===== src/rtl/exu_pkg.sv =====
package exu_pkg;
    localparam int unsigned OPC_W = 7;
    localparam int unsigned FN3_W = 3;
    localparam logic [OPC_W-1:0] OPC_OPIMM = 7'b0010011;
    localparam logic [OPC_W-1:0] OPC_LOAD  = 7'b0000011;
    localparam logic [FN3_W-1:0] FN3_ADD   = 3'b000;
    localparam logic [FN3_W-1:0] FN3_DWORD = 3'b011;

    typedef enum logic {
        ST_IDLE = 1'b0,
        ST_WAIT = 1'b1
    } exu_state_e;
endpackage


===== src/rtl/exu_decode.sv =====
module exu_decode #(
    parameter int unsigned XLEN  = 64,
    parameter int unsigned ILEN  = 32,
    parameter int unsigned RIDX  = 5,
    parameter int unsigned IMM_W = 12
) (
    input  logic [ILEN-1:0] word,
    output logic            is_addi,
    output logic            is_load,
    output logic [RIDX-1:0] src_idx,
    output logic [RIDX-1:0] dst_idx,
    output logic [XLEN-1:0] imm_ext
);
    import exu_pkg::*;

    localparam int unsigned DST_LO = OPC_W;
    localparam int unsigned FN_LO  = DST_LO + RIDX;
    localparam int unsigned SRC_LO = FN_LO + FN3_W;
    localparam int unsigned IMM_LO = SRC_LO + RIDX;

    logic [OPC_W-1:0] opc;
    logic [FN3_W-1:0] fn3;
    logic [IMM_W-1:0] imm_raw;

    always_comb begin
        opc     = word[OPC_W-1:0];
        dst_idx = word[DST_LO +: RIDX];
        fn3     = word[FN_LO +: FN3_W];
        src_idx = word[SRC_LO +: RIDX];
        imm_raw = word[IMM_LO +: IMM_W];
        imm_ext = {{(XLEN-IMM_W){imm_raw[IMM_W-1]}}, imm_raw};
        is_addi = (opc == OPC_OPIMM) && (fn3 == FN3_ADD);
        is_load = (opc == OPC_LOAD)  && (fn3 == FN3_DWORD);
    end
endmodule


===== src/rtl/exu_regfile.sv =====
module exu_regfile #(
    parameter int unsigned XLEN = 64,
    parameter int unsigned NREG = 32,
    localparam int unsigned AW  = $clog2(NREG)
) (
    input  logic            clk,
    input  logic            rst_n,
    input  logic [AW-1:0]   rd_idx,
    output logic [XLEN-1:0] rd_val,
    input  logic            wr_en,
    input  logic [AW-1:0]   wr_idx,
    input  logic [XLEN-1:0] wr_val
);
    logic [XLEN-1:0] cell_q [1:NREG-1];

    for (genvar g = 1; g < NREG; g++) begin : g_cell
        always_ff @(posedge clk) begin
            if (!rst_n) begin
                cell_q[g] <= '0;
            end else if (wr_en && (wr_idx == AW'(g))) begin
                cell_q[g] <= wr_val;
            end
        end
    end

    always_comb begin
        if (rd_idx == '0) begin
            rd_val = '0;
        end else begin
            rd_val = cell_q[rd_idx];
        end
    end
endmodule


===== src/rtl/mini_exu.sv =====
module mini_exu #(
    parameter int unsigned XLEN  = 64,
    parameter int unsigned ILEN  = 32,
    parameter int unsigned NREG  = 32,
    parameter int unsigned IMM_W = 12,
    localparam int unsigned RIDX = $clog2(NREG),
    localparam int unsigned STEP = ILEN / 8
) (
    input  logic            clk,
    input  logic            rst_n,
    input  logic            instr_valid,
    input  logic [ILEN-1:0] instr_word,
    output logic            instr_ready,
    output logic            mem_req_valid,
    output logic [XLEN-1:0] mem_req_addr,
    input  logic            mem_rsp_valid,
    input  logic [XLEN-1:0] mem_rsp_data,
    output logic            wb_valid,
    output logic [RIDX-1:0] wb_rd,
    output logic [XLEN-1:0] wb_data,
    output logic            illegal,
    output logic [XLEN-1:0] pc
);
    import exu_pkg::*;

    typedef struct packed {
        exu_state_e      st;
        logic [XLEN-1:0] pc;
        logic [XLEN-1:0] npc;
        logic [RIDX-1:0] ld_rd;
        logic            req;
        logic [XLEN-1:0] addr;
        logic            wb_v;
        logic [RIDX-1:0] wb_rd;
        logic [XLEN-1:0] wb_data;
        logic            ill;
    } exu_regs_t;

    exu_regs_t r_d, r_q;

    logic            dec_addi, dec_load;
    logic [RIDX-1:0] dec_src, dec_dst;
    logic [XLEN-1:0] dec_imm;
    logic [XLEN-1:0] src_val, sum_val;
    logic            rf_we;
    logic [RIDX-1:0] rf_wa;
    logic [XLEN-1:0] rf_wd;

    exu_decode #(.XLEN(XLEN), .ILEN(ILEN), .RIDX(RIDX), .IMM_W(IMM_W)) dec_i (
        .word    (instr_word),
        .is_addi (dec_addi),
        .is_load (dec_load),
        .src_idx (dec_src),
        .dst_idx (dec_dst),
        .imm_ext (dec_imm)
    );

    exu_regfile #(.XLEN(XLEN), .NREG(NREG)) rf_i (
        .clk    (clk),
        .rst_n  (rst_n),
        .rd_idx (dec_src),
        .rd_val (src_val),
        .wr_en  (rf_we),
        .wr_idx (rf_wa),
        .wr_val (rf_wd)
    );

    assign sum_val = src_val + dec_imm;

    always_comb begin
        r_d    = r_q;
        r_d.req  = 1'b0;
        r_d.wb_v = 1'b0;
        r_d.ill  = 1'b0;
        rf_we  = 1'b0;
        rf_wa  = '0;
        rf_wd  = '0;
        unique case (r_q.st)
            ST_IDLE: begin
                if (instr_valid) begin
                    if (dec_addi) begin
                        rf_we       = 1'b1;
                        rf_wa       = dec_dst;
                        rf_wd       = sum_val;
                        r_d.wb_v    = 1'b1;
                        r_d.wb_rd   = dec_dst;
                        r_d.wb_data = sum_val;
                        r_d.pc      = r_q.npc;
                        r_d.npc     = r_q.npc + XLEN'(STEP);
                    end else if (dec_load) begin
                        r_d.req   = 1'b1;
                        r_d.addr  = sum_val;
                        r_d.ld_rd = dec_dst;
                        r_d.st    = ST_WAIT;
                    end else begin
                        r_d.ill = 1'b1;
                    end
                end
            end
            ST_WAIT: begin
                if (mem_rsp_valid) begin
                    rf_we       = 1'b1;
                    rf_wa       = r_q.ld_rd;
                    rf_wd       = mem_rsp_data;
                    r_d.wb_v    = 1'b1;
                    r_d.wb_rd   = r_q.ld_rd;
                    r_d.wb_data = mem_rsp_data;
                    r_d.pc      = r_q.npc;
                    r_d.npc     = r_q.npc + XLEN'(STEP);
                    r_d.st      = ST_IDLE;
                end
            end
            default: r_d.st = ST_IDLE;
        endcase
    end

    always_ff @(posedge clk) begin
        if (!rst_n) begin
            r_q         <= '0;
            r_q.st      <= ST_IDLE;
            r_q.npc     <= XLEN'(STEP);
        end else begin
            r_q <= r_d;
        end
    end

    assign instr_ready   = (r_q.st == ST_IDLE);
    assign mem_req_valid = r_q.req;
    assign mem_req_addr  = r_q.addr;
    assign wb_valid      = r_q.wb_v;
    assign wb_rd         = r_q.wb_rd;
    assign wb_data       = r_q.wb_data;
    assign illegal       = r_q.ill;
    assign pc            = r_q.pc;
endmodule


===== config.mk =====
export PLATFORM = sky130hd
export DESIGN_NAME = mini_exu
export DESIGN_NICKNAME = d
export VERILOG_FILES = /design/src/rtl/exu_pkg.sv /design/src/rtl/exu_decode.sv /design/src/rtl/exu_regfile.sv /design/src/rtl/mini_exu.sv
export SDC_FILE = /design/constraint.sdc
export NUM_CORES = 2
export LEC_CHECK = 0
export BUFFER_PORTS_ARGS = -buffer_cell sky130_fd_sc_hd__buf_2
export CAP_MARGIN = 10
export CELL_PAD_IN_SITES_DETAIL_PLACEMENT = 2
export CELL_PAD_IN_SITES_GLOBAL_PLACEMENT = 2
export CORE_MARGIN = 5
export CORE_UTILIZATION = 44
export DETAILED_ROUTE_END_ITERATION = 8
export PLACE_DENSITY_LB_ADDON = 0.3
export SYNTH_ARGS = -nofsm -noshare
export SYNTH_HDL_FRONTEND = slang
export SYNTH_SLANG_ARGS = --single-unit

===== constraint.sdc =====
create_clock -name clk -period 9.8 [get_ports clk]
set_input_delay 2.45 -clock clk [delete_from_list [all_inputs] [get_ports clk]]
set_output_delay 2.45 -clock clk [all_outputs]
set_load 0.02 [all_outputs]

# [Word-level counts from Yosys, hierarchy flattened]
# Memories as Yosys holds them, arrays and structs flattened.
# Index checks and enable logic that the tools add are counted.
[classes] add_sub_neg=2 eq_ne=37 mux=151 bitwise=35 n_reduce_logical=38
[op_table] op="64-bit two-way mux" count=35
[op_table] op="70-bit two-way mux" count=4
[op_table] op="270-bit two-way mux" count=1
[op_table] op="129-bit case mux with 2 select lines" count=1
[op_table] op="70-bit case mux with 2 select lines" count=1
[op_table] op="129-bit two-way mux" count=1
[op_table] op="128-bit two-way mux" count=1
[op_table] op="64-bit case mux with 2 select lines" count=1
[op_table] op="1-bit two-way mux" count=101
[op_table] op="5-bit == test, second input constant" count=16
[op_table] op="64-bit by 3-bit adder with 64-bit output, second input constant" count=1
[op_table] op="64-bit adder" count=1
[op_table] op="5-bit by 4-bit == test with 1-bit output, second input constant" count=8
[op_table] op="1-bit logical AND" count=33
[op_table] op="1-bit bitwise OR" count=31
[op_table] op="5-bit by 3-bit == test with 1-bit output, second input constant" count=4
[op_table] op="5-bit two-way mux" count=3
[op_table] op="5-bit by 2-bit == test with 1-bit output, second input constant" count=2
[op_table] op="5-bit case mux with 2 select lines" count=1
[op_table] op="7-bit by 2-bit == test with 1-bit output, second input constant" count=1
[op_table] op="7-bit by 5-bit == test with 1-bit output, second input constant" count=1
[op_table] op="5-bit by 1-bit == test with 1-bit output, second input constant" count=1
[op_table] op="5-bit zero test" count=1
[op_table] op="2-bit != test, second input constant" count=2
[op_table] op="8 further kinds" count=11
[word_totals] ff_bits=270 ram_bits=1984 inputBits=100 out_inout_bits=201 word_cells=274 n_memories=1
[mem_list] memory="rf_i.cell_q" words=31 word_bits=64 read_ports=1 rd_ports_with_merged_regs=0 write_ports=31 line_no="exu_regfile.sv:14" rtl="logic [XLEN-1:0] cell_q [1:NREG-1];"

# [Logic depth before layout (Yosys ltp)]
[depth] word_depth=11 mapped_depth=25 depth_no_buf=18

# [Hierarchy]
# A second synthesis with hierarchy kept.
[unflattened] cells_unflattened=8209 area_unflattened_um2=106656.0
[modules_own_cells] mod="exu_regfile" n_inst=1 cells_per_inst=6149 area_per_inst_um2=90699.5 seq_area_each_um2=59577.1
[modules_own_cells] mod="mini_exu" n_inst=1 cells_per_inst=1980 area_per_inst_um2=15359.7 seq_area_each_um2=5325.1
[modules_own_cells] mod="exu_decode" n_inst=1 cells_per_inst=80 area_per_inst_um2=596.8 seq_area_each_um2=0.0

# [Worst setup path before layout]
# OpenSTA, ideal clock, no wires.
[synth_path] kind="input-to-reg" start="input instr_word[16]" end="memory rf_i.cell_q[10][56] (data pin)" t_arrival_ps=7900 t_required_ps=9534 setup_slack_ps=1634 cell_stages=23 n_path_buf=6 path_cell_list="clkbuf_1 clkbuf_1 clkbuf_1 clkbuf_1 buf_1 mux4_2 mux2_2 a221oi_1 nor3_1 ha_1 fa_1 a21o_1 a21oi_2 o21ai_1 a31oi_1 a211oi_1 or3_4 o41a_1 a21oi_1 xnor2_1 a22oi_2 buf_2 nor2_1"
[synth_lines] item="from (decl)" line_no="mini_exu.sv:12" rtl="input logic [ILEN-1:0] instr_word,"
[synth_lines] item="to (decl)" line_no="exu_regfile.sv:14"

==> run metrics <==
grt total ovfl=0; post-synthesis share of cell area spent on xor and xnor gates=0.00921; class of the most critical setup path=input pin to flop; quantity of hold-fixing buffers added after cts=0; final period demand of the worst path=8.66 ns; Fmax=116 MHz; IR drop worst, VDD=between 0.15 and 0.2 mV; H-tree depth=4; number of clock sinks=2250; signal arrival time at the worst endpoint=9.25 ns; maximum fanout count along the critical path=42; Site Rows=175; Total Power Consumption=21.7 mW; synth top area cells=edfxtp_1, mux4_2, nor2_1, dfxtp_1, nand2_1; Core ar.=0.227 mm^2; ys async rst share=0; fraction of the mapped netlist area in simple logic gates=0.117; quantity of I/O buffers inserted on ports=298; number of global-route vias before repair=76400; Yosys cell types=71; element type at the critical path start=input pin; Die Area=approximately 0.24 mm^2; actual transition at the worst max-transition pin=approximately 1.2 ns; CTS tree=yes; required time of the critical path=10.39 ns; fraction of the cycle the final worst path needs=0.883; Hold/Removal Path Class=flop to flop; number of max-slew violations in the final report=0; DRT iter0 DRCs=9156; Die W=486 um; starting density of the core=0.441; Critical Path End Type=flop; run status=finished, final reports clean; area post-placement=~0.10 mm^2; wire length per cell=approximately 38 um; register area=about 0.065 mm^2; fillcell total=21400; EDFF count, synth=1984; number of buffers created by CTS=238; total non-filler cell area in the finished layout=0.112 mm^2; max-cap viol count=0; setup TNS after final layout=0 ns; Post-Synthesis Cells=about 7800; share of synthesized area spent on multiplexers=0.123; Mean Syn Cell Area=12.9 um^2; final routed wirelength across all metal layers=~420000 um; post-CTS repair timing setup buffer count=0; most common cell in the netlist=nor2_1; library cell with the largest summed area after synthesis=edfxtp_1; Synth Area in Compound Gates=0.0510; number of nets in the finished design=7825; CTS root buffer=clkbuf_16; setup repair after global routing missed its margin=false; latest clock arrival within the worst-skew pair=approximately 0.91 ns; largest family of logic cells by synthesized area=multiplexers; residual DRC count=0; largest buffer count on any clock path=3; Syn-to-layout area delta=11.8%; Ports=~300; die height=486 um; number of detailed-route iterations in the first pass=5; Power per Cell Area=195 mW/mm^2; Adder-Cell Fraction of Synth Area=0.00822; via count of the routed design=70700; global-route usage over all layers=0.346; post-CTS clock slew at the launch and capture registers of the worst setup and hold paths=roughly 0.060 ns; share of the core filled with cells in the final layout=0.493; predominant post-synthesis flop cell=edfxtp_1; Yosys warning total=0; post-cts resize count=0; Fin. Hold Viols=0; Clock Skews=0.0548 ns; count of endpoints failing setup in the final report=0; most numerous cell types in the synthesized netlist=nor2_1, edfxtp_1, nand2_1; wire length of the first global-routing pass=582000 um; multi-input gate area in the final layout=0.0316 mm^2; Routed Antenna Nets=0; fraction of post-synthesis cell area in the top cell type by area=0.596; Vias/cell=6.50; cell area after synthesis=approximately 0.1 mm^2; share of post-route cells with drive strength above 1=0.194; final HPWL from detailed placement=249000 um; share of the yosys chip area belonging to registers=0.650; Hold WS=about 0.44 ns; largest net degree at the start of global routing=85; Seq cells post-synth=2250; Max transition margin=0.180; number of antenna violations at the first check in global routing=11; leakage power total=38.2 nW; final weighted congestion in routability-driven placement=0.878
[power by group]
group          switching, mW  internal (mW)
registers              0.103           10.7
clock network           4.03           4.96
logic                   1.37          0.603
[metal layers]
layer | vias to the layer above | share of wire | global-route usage
li1 | 27700 | - | -
met1 | 37500 | 0.37 | 0.437
met2 | 4356 | 0.48 | 0.575
met3 | 1068 | 0.087 | 0.0620
met4 | 8 | 0.059 | 0.175
met5 | - | 0.00026 | 0.00286
[stage by stage]
stage / setup slack, ns / instances
floorplan: 1.63 / 7767
global placement: 0.879 / 10400
detailed placement: 0.597 / 10400
CTS: 1.43 / 10900
global route: 1.21 / 10900
finish: 1.14 / 10900
[cell families after synthesis]
family,count (synthesis)
DFF,2250
AOI/OAI and AO/OA,790
adders and majority gates,65
buffers and inverters,910
other,1
and+or+nand+nor,2958
muxes,687
xor gates and xnor gates,105
[worst max-delay path, cell delays in order]
cell and delay [ns]:
buf_8 0.49, or3_2 0.53, buf_4 0.52, o221ai_1 0.25, a221oi_1 0.64, nor3_1 0.28, ha_1 0.50, nand2_1 0.13
o21ai_0 0.48, nor2_1 0.20, a2111oi_0 1.06, nor2_1 0.19, o21ai_0 0.37, xor2_1 0.25, a22oi_2 0.25, buf_4 0.40
nor2_1 0.12
[registers in the layout, indices dropped and copies added (netlist names)]
| name | cells |
|---|---|
| wb_rd | 5 |
| wb_data | 64 |
| rf_i.cell_q | 1984 |
| mem_req_addr | 64 |
| mem_req_valid | 1 |
| wb_valid | 1 |
| pc | 62 |
| illegal | 1 |
| r_q | 68 |
[worst paths after layout]
kind / from / end / slack [ns] / cells after the start
setup / recovery: instr_word[16] / rf_i.cell_q[22][36] / 1.14 / 17
hold reg to reg: wb_data[2] / wb_data[2] / 0.44 / 2
setup reg to reg: rf_i.cell_q[27][0] / rf_i.cell_q[21][60] / 3.27 / 19
hold / removal: wb_data[2] / wb_data[2] / 0.44 / 2
[area by class of cell]
class	count	area share
diodes	6	0.000134
clock buffers	316	0.0582
clock inverters	133	0.00937
inverters	27	0.000952
multi-input cells	4607	0.283
flip-flops and latches	2250	0.581
well taps	3009	0.0337
repair buffers	536	0.0335
[cells in the final DEF, fill, tap and decap left out, drive strengths merged, types with 16 or more instances in the layout]
cell type	n
o21ai	138
edfxtp	1984
xor2	60
mux4	418
o221ai	49
clkinv	109
nand4	36
mux2i	159
a221oi	110
a31oi	16
nand3	76
xnor2	45
nor2	2102
nor3	82
mux2	110
a21oi	308
a22oi	40
a21o	36
ha	64
nand2	560
clkbuf	317
dfxtp	266
a22o	19
nor2b	24
or3	19
inv	34
buf	535
(Power assumes the default switching activity.)
